[src/rtl/dma_pkg.sv]
package dma_pkg;
    typedef enum logic [1:0] {
        XM_DEMAND = 2'b00,
        XM_SINGLE = 2'b01,
        XM_BLK_NA = 2'b10,
        XM_CAS_NA = 2'b11
    } xmode_e;

    typedef enum logic [1:0] {
        XT_VERIFY = 2'b00,
        XT_WRITE  = 2'b01,
        XT_READ   = 2'b10,
        XT_BAD    = 2'b11
    } xtype_e;

    localparam logic [1:0] CR_CMD  = 2'd0;
    localparam logic [1:0] CR_MODE = 2'd1;
    localparam logic [1:0] CR_MASK = 2'd2;
    localparam logic [1:0] CR_STAT = 2'd3;
    localparam int         DIS_BIT = 2;
endpackage

[src/rtl/dma_elig.sv]
module dma_elig
    import dma_pkg::*;
#(
    parameter  int NCH  = 8,
    parameter  int GRP  = 4,
    localparam int NGRP = NCH / GRP
) (
    input  logic [NCH-1:0]      req,
    input  logic [NCH-1:0]      mask,
    input  logic [NGRP-1:0]     dis,
    input  logic [NCH-1:0][1:0] xmode,
    input  logic [NCH-1:0][1:0] xtype,
    output logic [NCH-1:0]      elig
);
    logic [NCH-1:0] base_ok;

    for (genvar c = 0; c < NCH; c++) begin : g_ch
        assign base_ok[c] = req[c] & ~mask[c]
                          & (xmode[c] == XM_DEMAND || xmode[c] == XM_SINGLE)
                          & (xtype[c] != XT_BAD);
        if (c == GRP) begin : g_link
            // cascade link: never serves a transfer of its own
            assign elig[c] = base_ok[c] & 1'b0;
        end else if (c < GRP) begin : g_slave
            assign elig[c] = base_ok[c] & ~dis[0] & ~dis[NGRP-1] & ~mask[GRP];
        end else begin : g_master
            assign elig[c] = base_ok[c] & ~dis[NGRP-1];
        end
    end
endmodule

[src/rtl/dma_prio_pick.sv]
module dma_prio_pick #(
    parameter  int N  = 8,
    localparam int IW = $clog2(N)
) (
    input  logic [N-1:0]  req,
    output logic          any,
    output logic [IW-1:0] idx
);
    always_comb begin
        any = |req;
        idx = '0;
        for (int i = N - 1; i >= 0; i--) begin
            if (req[i]) idx = IW'(i);
        end
    end
endmodule

[src/rtl/dma_rd_mux.sv]
module dma_rd_mux
    import dma_pkg::*;
#(
    parameter  int NCH  = 8,
    parameter  int GRP  = 4,
    parameter  int AW   = 16,
    parameter  int CW   = 16,
    localparam int CH_W = $clog2(NCH),
    localparam int AD   = CH_W + 3,
    localparam int NGRP = NCH / GRP
) (
    input  logic [AD-1:0]         addr,
    input  logic [NCH-1:0][AW-1:0] cur_addr,
    input  logic [NCH-1:0][CW-1:0] cur_cnt,
    input  logic [NCH-1:0]        mask,
    input  logic [NCH-1:0]        tc,
    input  logic [NGRP-1:0]       dis,
    input  logic [NCH-1:0]        req,
    output logic [7:0]            rdata
);
    always_comb begin
        logic [CH_W-1:0] ch;
        logic [15:0]     word;
        int              gi;
        ch    = addr[AD-2 -: CH_W];
        gi    = int'(addr[AD-2]);
        word  = addr[1] ? 16'(cur_cnt[ch]) : 16'(cur_addr[ch]);
        rdata = '0;
        if (!addr[AD-1]) begin
            rdata = addr[0] ? word[15:8] : word[7:0];
        end else begin
            case (addr[1:0])
                CR_CMD:  rdata[DIS_BIT] = dis[gi];
                CR_MASK: rdata = 8'(mask[gi*GRP +: GRP]);
                CR_STAT: rdata = 8'({req[gi*GRP +: GRP], tc[gi*GRP +: GRP]});
                default: rdata = '0;
            endcase
        end
    end
endmodule

[src/rtl/dma_pair_ctl.sv]
module dma_pair_ctl
    import dma_pkg::*;
#(
    parameter  int NCH  = 8,
    parameter  int GRP  = 4,
    parameter  int AW   = 16,
    parameter  int CW   = 16,
    localparam int CH_W = $clog2(NCH),
    localparam int GW   = $clog2(GRP),
    localparam int AD   = CH_W + 3,
    localparam int NGRP = NCH / GRP
) (
    input  logic            clk,
    input  logic            rst_n,
    input  logic            reg_we,
    input  logic [AD-1:0]   reg_addr,
    input  logic [7:0]      reg_wdata,
    output logic [7:0]      reg_rdata,
    input  logic [NCH-1:0]  chan_req,
    input  logic            xfer_ack,
    output logic            xfer_valid,
    output logic [CH_W-1:0] xfer_chan,
    output logic [1:0]      xfer_kind,
    output logic            xfer_wide,
    output logic [AW-1:0]   xfer_addr,
    output logic            xfer_last
);
    typedef struct packed {
        logic [NCH-1:0][AW-1:0] base_addr;
        logic [NCH-1:0][AW-1:0] cur_addr;
        logic [NCH-1:0][CW-1:0] base_cnt;
        logic [NCH-1:0][CW-1:0] cur_cnt;
        logic [NCH-1:0][1:0]    xmode;
        logic [NCH-1:0][1:0]    xtype;
        logic [NCH-1:0]         autoi;
        logic [NCH-1:0]         mask;
        logic [NCH-1:0]         tc;
        logic [NGRP-1:0]        dis;
        logic                   busy;
        logic [CH_W-1:0]        act;
    } st_t;

    st_t s_d, s_q;

    logic [NCH-1:0]  elig;
    logic            win_any;
    logic [CH_W-1:0] win_idx;
    logic            cnt_zero;
    logic            act_single;

    dma_elig #(.NCH(NCH), .GRP(GRP)) u_elig (
        .req   (chan_req),
        .mask  (s_q.mask),
        .dis   (s_q.dis),
        .xmode (s_q.xmode),
        .xtype (s_q.xtype),
        .elig  (elig)
    );

    dma_prio_pick #(.N(NCH)) u_pick (
        .req (elig),
        .any (win_any),
        .idx (win_idx)
    );

    dma_rd_mux #(.NCH(NCH), .GRP(GRP), .AW(AW), .CW(CW)) u_rd (
        .addr     (reg_addr),
        .cur_addr (s_q.cur_addr),
        .cur_cnt  (s_q.cur_cnt),
        .mask     (s_q.mask),
        .tc       (s_q.tc),
        .dis      (s_q.dis),
        .req      (chan_req),
        .rdata    (reg_rdata)
    );

    assign cnt_zero   = (s_q.cur_cnt[s_q.act] == '0);
    assign act_single = (s_q.xmode[s_q.act] == XM_SINGLE);

    always_comb begin
        logic [CH_W-1:0] a;
        logic [CH_W-1:0] ch;
        logic [CH_W-1:0] mc;
        int              gi;
        int              bo;
        s_d = s_q;
        a   = s_q.act;
        ch  = reg_addr[AD-2 -: CH_W];
        gi  = int'(reg_addr[AD-2]);
        bo  = int'(reg_addr[0]) * 8;
        mc  = CH_W'(gi * GRP + int'(reg_wdata[GW-1:0]));

        // transfer bookkeeping and arbitration
        if (s_q.busy) begin
            if (xfer_ack) begin
                s_d.cur_addr[a] = s_q.cur_addr[a] + 1'b1;
                s_d.cur_cnt[a]  = s_q.cur_cnt[a] - 1'b1;
                if (cnt_zero) begin
                    s_d.tc[a] = 1'b1;
                    if (s_q.autoi[a]) begin
                        s_d.cur_addr[a] = s_q.base_addr[a];
                        s_d.cur_cnt[a]  = s_q.base_cnt[a];
                    end else begin
                        s_d.mask[a] = 1'b1;
                    end
                end
                s_d.busy = (s_q.xmode[a] == XM_DEMAND) & ~cnt_zero & elig[a];
            end
        end else if (win_any) begin
            s_d.busy = 1'b1;
            s_d.act  = win_idx;
        end

        // register port, applied after the transfer update
        if (reg_we) begin
            if (!reg_addr[AD-1]) begin
                if (!reg_addr[1]) begin
                    s_d.base_addr[ch][bo +: 8] = reg_wdata;
                    s_d.cur_addr[ch][bo +: 8]  = reg_wdata;
                end else begin
                    s_d.base_cnt[ch][bo +: 8]  = reg_wdata;
                    s_d.cur_cnt[ch][bo +: 8]   = reg_wdata;
                end
            end else begin
                case (reg_addr[1:0])
                    CR_CMD:  s_d.dis[gi] = reg_wdata[DIS_BIT];
                    CR_MODE: begin
                        s_d.xmode[mc] = reg_wdata[7:6];
                        s_d.autoi[mc] = reg_wdata[4];
                        s_d.xtype[mc] = reg_wdata[3:2];
                    end
                    CR_MASK: s_d.mask[gi*GRP +: GRP] = reg_wdata[GRP-1:0];
                    default: s_d.tc[gi*GRP +: GRP] = s_q.tc[gi*GRP +: GRP] & ~reg_wdata[GRP-1:0];
                endcase
            end
        end
    end

    always_ff @(posedge clk) begin
        if (!rst_n) begin
            s_q      <= '0;
            s_q.mask <= '1;
        end else begin
            s_q <= s_d;
        end
    end

    assign xfer_valid = s_q.busy;
    assign xfer_chan  = s_q.act;
    assign xfer_kind  = s_q.xtype[s_q.act];
    assign xfer_wide  = s_q.act >= CH_W'(GRP + 1);
    assign xfer_addr  = s_q.cur_addr[s_q.act];
    assign xfer_last  = s_q.busy & cnt_zero;
endmodule

[config.mk]
export PLATFORM = sky130hd
export DESIGN_NAME = dma_pair_ctl
export DESIGN_NICKNAME = d
export VERILOG_FILES = /design/src/rtl/dma_pkg.sv /design/src/rtl/dma_elig.sv /design/src/rtl/dma_prio_pick.sv /design/src/rtl/dma_rd_mux.sv /design/src/rtl/dma_pair_ctl.sv
export SDC_FILE = /design/constraint.sdc
export NUM_CORES = 2
export LEC_CHECK = 0
export ABC_AREA = 1
export BUFFER_PORTS_ARGS = -buffer_cell sky130_fd_sc_hd__buf_2
export CAP_MARGIN = 10
export CORE_MARGIN = 8
export CORE_UTILIZATION = 51
export CTS_BUF_LIST = sky130_fd_sc_hd__clkbuf_16
export DETAILED_ROUTE_END_ITERATION = 8
export PLACE_DENSITY = 0.67
export REMOVE_ABC_BUFFERS = 1
export SLEW_MARGIN = 20
export SYNTH_ARGS = -nofsm -noshare
export SYNTH_HDL_FRONTEND = slang
export SYNTH_SLANG_ARGS = --single-unit
[constraint.sdc]
create_clock -name clk -period 3.7 [get_ports clk]
set_input_delay 0.74 -clock clk [delete_from_list [all_inputs] [get_ports clk]]
set_output_delay 0.74 -clock clk [all_outputs]
set_load 0.01 [all_outputs]
== Word-level counts from Yosys, hierarchy flattened ==
Index checks and enable logic that the tools add are counted.
Operators by class
  add/sub/neg operators: 5
  $lt $le $gt $ge: 9
  eq/ne operators: 17
  shift operators: 8
  multiplexer cells: 85
  bitwise operators: 57
  reduce and logical (&&, ||, !) cells: 28
Operators by type and width (number)
  128-bit 2-to-1 mux: 9
  128-bit bitwise mux: 8
  442-bit 2-to-1 mux: 1
  384-bit 2-to-1 mux: 1
  16-bit binary-select mux with 3-bit select: 6
  256-bit 2-to-1 mux: 1
  16-bit 2-to-1 mux: 12
  16-bit demux with 3-bit select: 2
  4-bit by 33-bit indexed part select with 8-bit output: 2
  58-bit 2-to-1 mux: 1
  40-bit 2-to-1 mux: 1
  8-bit 2-to-1 mux: 5
  1-bit AND: 39
  3-bit negator with 33-bit output: 1
  4-bit negator with 33-bit output: 1
  4-bit by 33-bit variable shift with 8-bit output, first input constant: 1
  8-bit by 33-bit variable shift with 16-bit output, first input constant: 1
  8-bit by 33-bit indexed part select with 16-bit output: 1
  16-bit bitwise mux: 2
  8-bit bitwise mux: 3
  8-bit by 4-bit indexed part select with 4-bit output: 3
  3-bit 2-to-1 mux: 7
  2-bit zero test: 9
  16-bit by 1-bit adder with 16-bit output, second input constant: 1
  33 further kinds: 91
Word-level totals
  flip-flop bits (word level): 574
  bits of input ports: 26

== Logic depth before layout (Yosys ltp) ==
  word-level depth: 14
  gate-level depth with buffers: 24

== Cells and area by module ==
From an unflattened synthesis, not the netlist that was laid out.
Second synthesis, totals
  cells, all modules: 5449
  area total of the unflattened synthesis: 33106.8 µm²
Modules (own cells, without submodules)
  dma_pair_ctl: times used 1, cells each 4620, area each 29627.2 µm², sequential area each 11491.0 µm²
  dma_rd_mux: times used 1, cells each 760, area each 3193.1 µm², sequential area each 0.0 µm²
  dma_elig: times used 1, cells each 47, area each 187.7 µm², sequential area each 0.0 µm²
  dma_prio_pick: times used 1, cells each 22, area each 98.8 µm², sequential area each 0.0 µm²

== Worst setup path before layout ==
OpenSTA, ideal clock, no wires.
  path type: in2out
  from: input reg_addr[4]
  to: output reg_rdata[5]
  arrival: 2424 ps
  data required time: 2960 ps
  setup slack: 536 ps
  stages: 10
  buffers on the path: 3
  cell sequence: clkbuf_1 nor2_1 nand2_1 clkbuf_1 clkbuf_1 o22ai_1 o41ai_1 nand4_1 nand2_1 nand2_1
On the way
  longest elaborated chain between the ends: 5
  elaborated cells between the ends (all ways): 9
Ends and longest elaborated chain
  start, declared: RTL line dma_pair_ctl.sv:16  | input logic [AD-1:0] reg_addr,
  16-bit binary-select mux with 3-bit select: RTL line dma_rd_mux.sv:27  | word = addr[1] ? 16'(cur_cnt[ch]) : 16'(cur_addr[ch]);
  16-bit 2-to-1 mux (implied by the code): RTL line dma_rd_mux.sv:27
  16-bit 2-to-1 mux: RTL line dma_rd_mux.sv:27
  8-bit 2-to-1 mux: RTL line dma_rd_mux.sv:30  | rdata = addr[0] ? word[15:8] : word[7:0];
  8-bit 2-to-1 mux *: RTL line dma_rd_mux.sv:29  | if (!addr[AD-1]) begin
  end, declared: RTL line dma_pair_ctl.sv:18  | output logic [7:0] reg_rdata,
Mark *: on every way between the ends. The rest lies on a longest branch, timed or not. The select of a mux whose other input is x is not followed.

== Final worst setup path ==
  from: register s_q, in the netlist xfer_chan[2]
  to: output xfer_addr[15]
On the way
  longest elaborated chain between the ends: 2
Ends and longest elaborated chain
  start, declared: RTL line dma_pair_ctl.sv:43  | st_t s_d, s_q;
  16-bit binary-select mux with 3-bit select: RTL line dma_pair_ctl.sv:152  | assign xfer_addr = s_q.cur_addr[s_q.act];
  16-bit 2-to-1 mux (implied by the code): RTL line dma_pair_ctl.sv:152
  end, declared: RTL line dma_pair_ctl.sv:25  | output logic [AW-1:0] xfer_addr,
No other way between the ends. The select of a mux whose other input is x is not followed.

==> metrics.txt <==
vias per inst 6.28; Setup Viol. Count Final 1; Reg2Reg Setup Slack 0.34 ns; sw frac 28.5%; most frequent cells in the layout nand2_1, a21oi_1, dfxtp_1, inv_1, nor2_1; gr ovfl total 0; number of enable-type register cells in the synthesized netlist 0; largest net degree at the start of global routing 112; synth top area cells dfxtp_1, nand2_1, a21oi_1; Routed met1 length 61000 um; largest buffer count on any clock path 3; Worst VDD drop 0.000406 V; status complete, but fails checks; DIE WIDTH 266 um; Final Wtd Congestion 1.07; combinational power share 10.7%; top cell type by total area after synthesis dfxtp_1; NetSw 4.06 mW; WP data arrival 2.99 ns; initial antenna violation count 8; Int Power 10.2 mW; Detail Placement HPWL 116000 um; fin crit share 101%; Hold Path Class flop to flop; pwr/cell area 396 nW/um^2; clock-pin slew on the worst setup and hold paths 0.06 ns; Top Ports 58; Slew headroom 41.2%; Yosys top cell area share 35.9%; DR WL met3 25200 um; Leakage Power 14.2 nW; Worst Path Required 2.96 ns; starting density of the core 51.6%; clock power share 45.4%; Mapped Cells 5138; critical path class flop to primary output; Primary FF master, synth dfxtp_1; FMAX 268 MHz; post-route antenna net violation count 0; row count 91; fin crit period 3.73 ns; Critical Path Source Type flop; CTS buffer count 66; max_cap viols 0; clock sinks 572; clk_lat worst skew 0.62 ns; layout cells sized above 1 8.95%; most common cell after layout, fill and taps aside nand2_1; die height 266 um; Area Overhead vs Synth 13.0%; clock skew 0.0195 ns; routed wl met2 64500 um; ys async rst share 0%; final hold vios 0; failing checks negative setup slack; Crit. End Element primary output; die area 70700 um^2; worst setup margin -0.0252 ns; Iter 0 DRT Violations 6543; DRC violations left 0; port bufs 57; worst-margin pin slew 0.873 ns; Synth Register Bits 572; TritonCTS clock tree yes; DR top layer met5; Avg Cell Area, Syn 6.20 um^2; setup_tns -0.0252 ns; sequential share of the synthesized area 35.9%; Reg power frac 44.0%; first-pass GRT wire length 233000 um; Post-Synthesis Cell Area 31900 um^2; core area 61700 um^2; clock root cell clkbuf_16; yosys warns 0; Post-CTS Hold Buffers 0; final net count 5202; total number of vias 38000; GRT Util Overall 44.2%; Max Slew Vio Count 0; post-place setup slack -0.0452 ns; Initial DRT Pass Iterations 8; Netlist cell types 53; # H-tree levels 3; Routed WL per cell 26.9 um; vias in the first global route 34000; Routed WL 163000 um; worst-path maximum fanout 22
-- final timing paths --
kind	startpoint	to	cells past startpoint
min reg2reg	s_q[557]	s_q[557]	2
max	xfer_chan[2]	xfer_addr[15]	8
min	s_q[557]	s_q[557]	2
max reg2reg	xfer_chan[2]	s_q[118]	13
-- registers in the layout, summed over array words and instances, names as in the netlist --
| name | flops |
|---|---|
| s_q | 568 |
| xfer_chan | 3 |
| xfer_valid | 1 |
-- through the flow --
stage          total power, mW  hold WS (ns)  area, um^2  cells  utilization, %
2_1_floorplan             7.07         0.423       30500   4825               -
3_3_place_gp              7.81         0.435       33800   5937            54.8
3_5_place_dp              7.81         0.436       33800   5937            54.8
4_1_cts                   14.1         0.445       35900   6052            58.2
5_1_grt                   14.5         0.464       36000   6057            58.3
6_report                  14.3         0.450       36000   6059            58.3
-- final cells by class --
type	instances	area, um^2
Clock buffer	67	1680
Tap cell	837	1050
Multi-Input combinational cell	3741	17200
Clock inverter	48	358
Fill cell	6293	25700
Timing Repair Buffer	280	2290
Inverter	512	1930
Antenna cell	2	5.00
Sequential cell	572	11500
-- routing by layer --
metal / vias up / GRT usage (%)
li1: 16900 / -
met1: 17300 / 57.9
met2: 3137 / 62.2
met3: 702 / 14.2
met4: 12 / 27.3
met5: - / 0
-- power groups by stage --
stage | combinational (mW) | clock [mW] | sequential (mW)
floorplan | 0.679 | 0 | 6.39
global placement | 1.41 | 0 | 6.40
detailed placement | 1.41 | 0 | 6.40
CTS | 1.42 | 6.44 | 6.26
global route | 1.56 | 6.68 | 6.27
finish | 1.52 | 6.47 | 6.27
-- cell usage after synthesis (20+ instances only) --
| cell type | number |
|---|---|
| a21oi_1 | 714 |
| a221oi_1 | 65 |
| a22oi_1 | 30 |
| buf_1 | 20 |
| buf_2 | 28 |
| buf_4 | 22 |
| clkbuf_1 | 234 |
| dfxtp_1 | 572 |
| inv_1 | 488 |
| nand2_1 | 1547 |
| nand3_1 | 167 |
| nand4_1 | 33 |
| nor2_1 | 484 |
| o21ai_0 | 428 |
| o21ai_1 | 33 |
| o21bai_1 | 20 |
| o22ai_1 | 61 |
-- what timing repair did --
item	in CTS	in global routing
pin swaps	1	3
endpoints found under the setup margin	5	14
hold endpoints to repair	0	0
gates resized for setup	7	16
setup buffers	0	5
-- critical path, cell delays in order (launching register included) --
cell      delay (ns)
dfxtp_2         0.32
buf_4           0.38
nor2_1          0.19
buf_4           0.21
nand2_2         0.18
o22ai_1         0.11
a221oi_1        0.49
nand2_1         0.27
buf_2           0.21
-- cells by family after synthesis --
kind of cell,Yosys count,synth area share (%)
adders and majority gates,3,0.118
DFF,572,35.9
xor gates and xnor gates,12,0.330
AOI/OAI and AO/OA,1432,24.7
and+or+nand+nor,2294,28.6
buffers and inverters,825,10.3
Note: power is estimated with default switching activity, not from simulation.
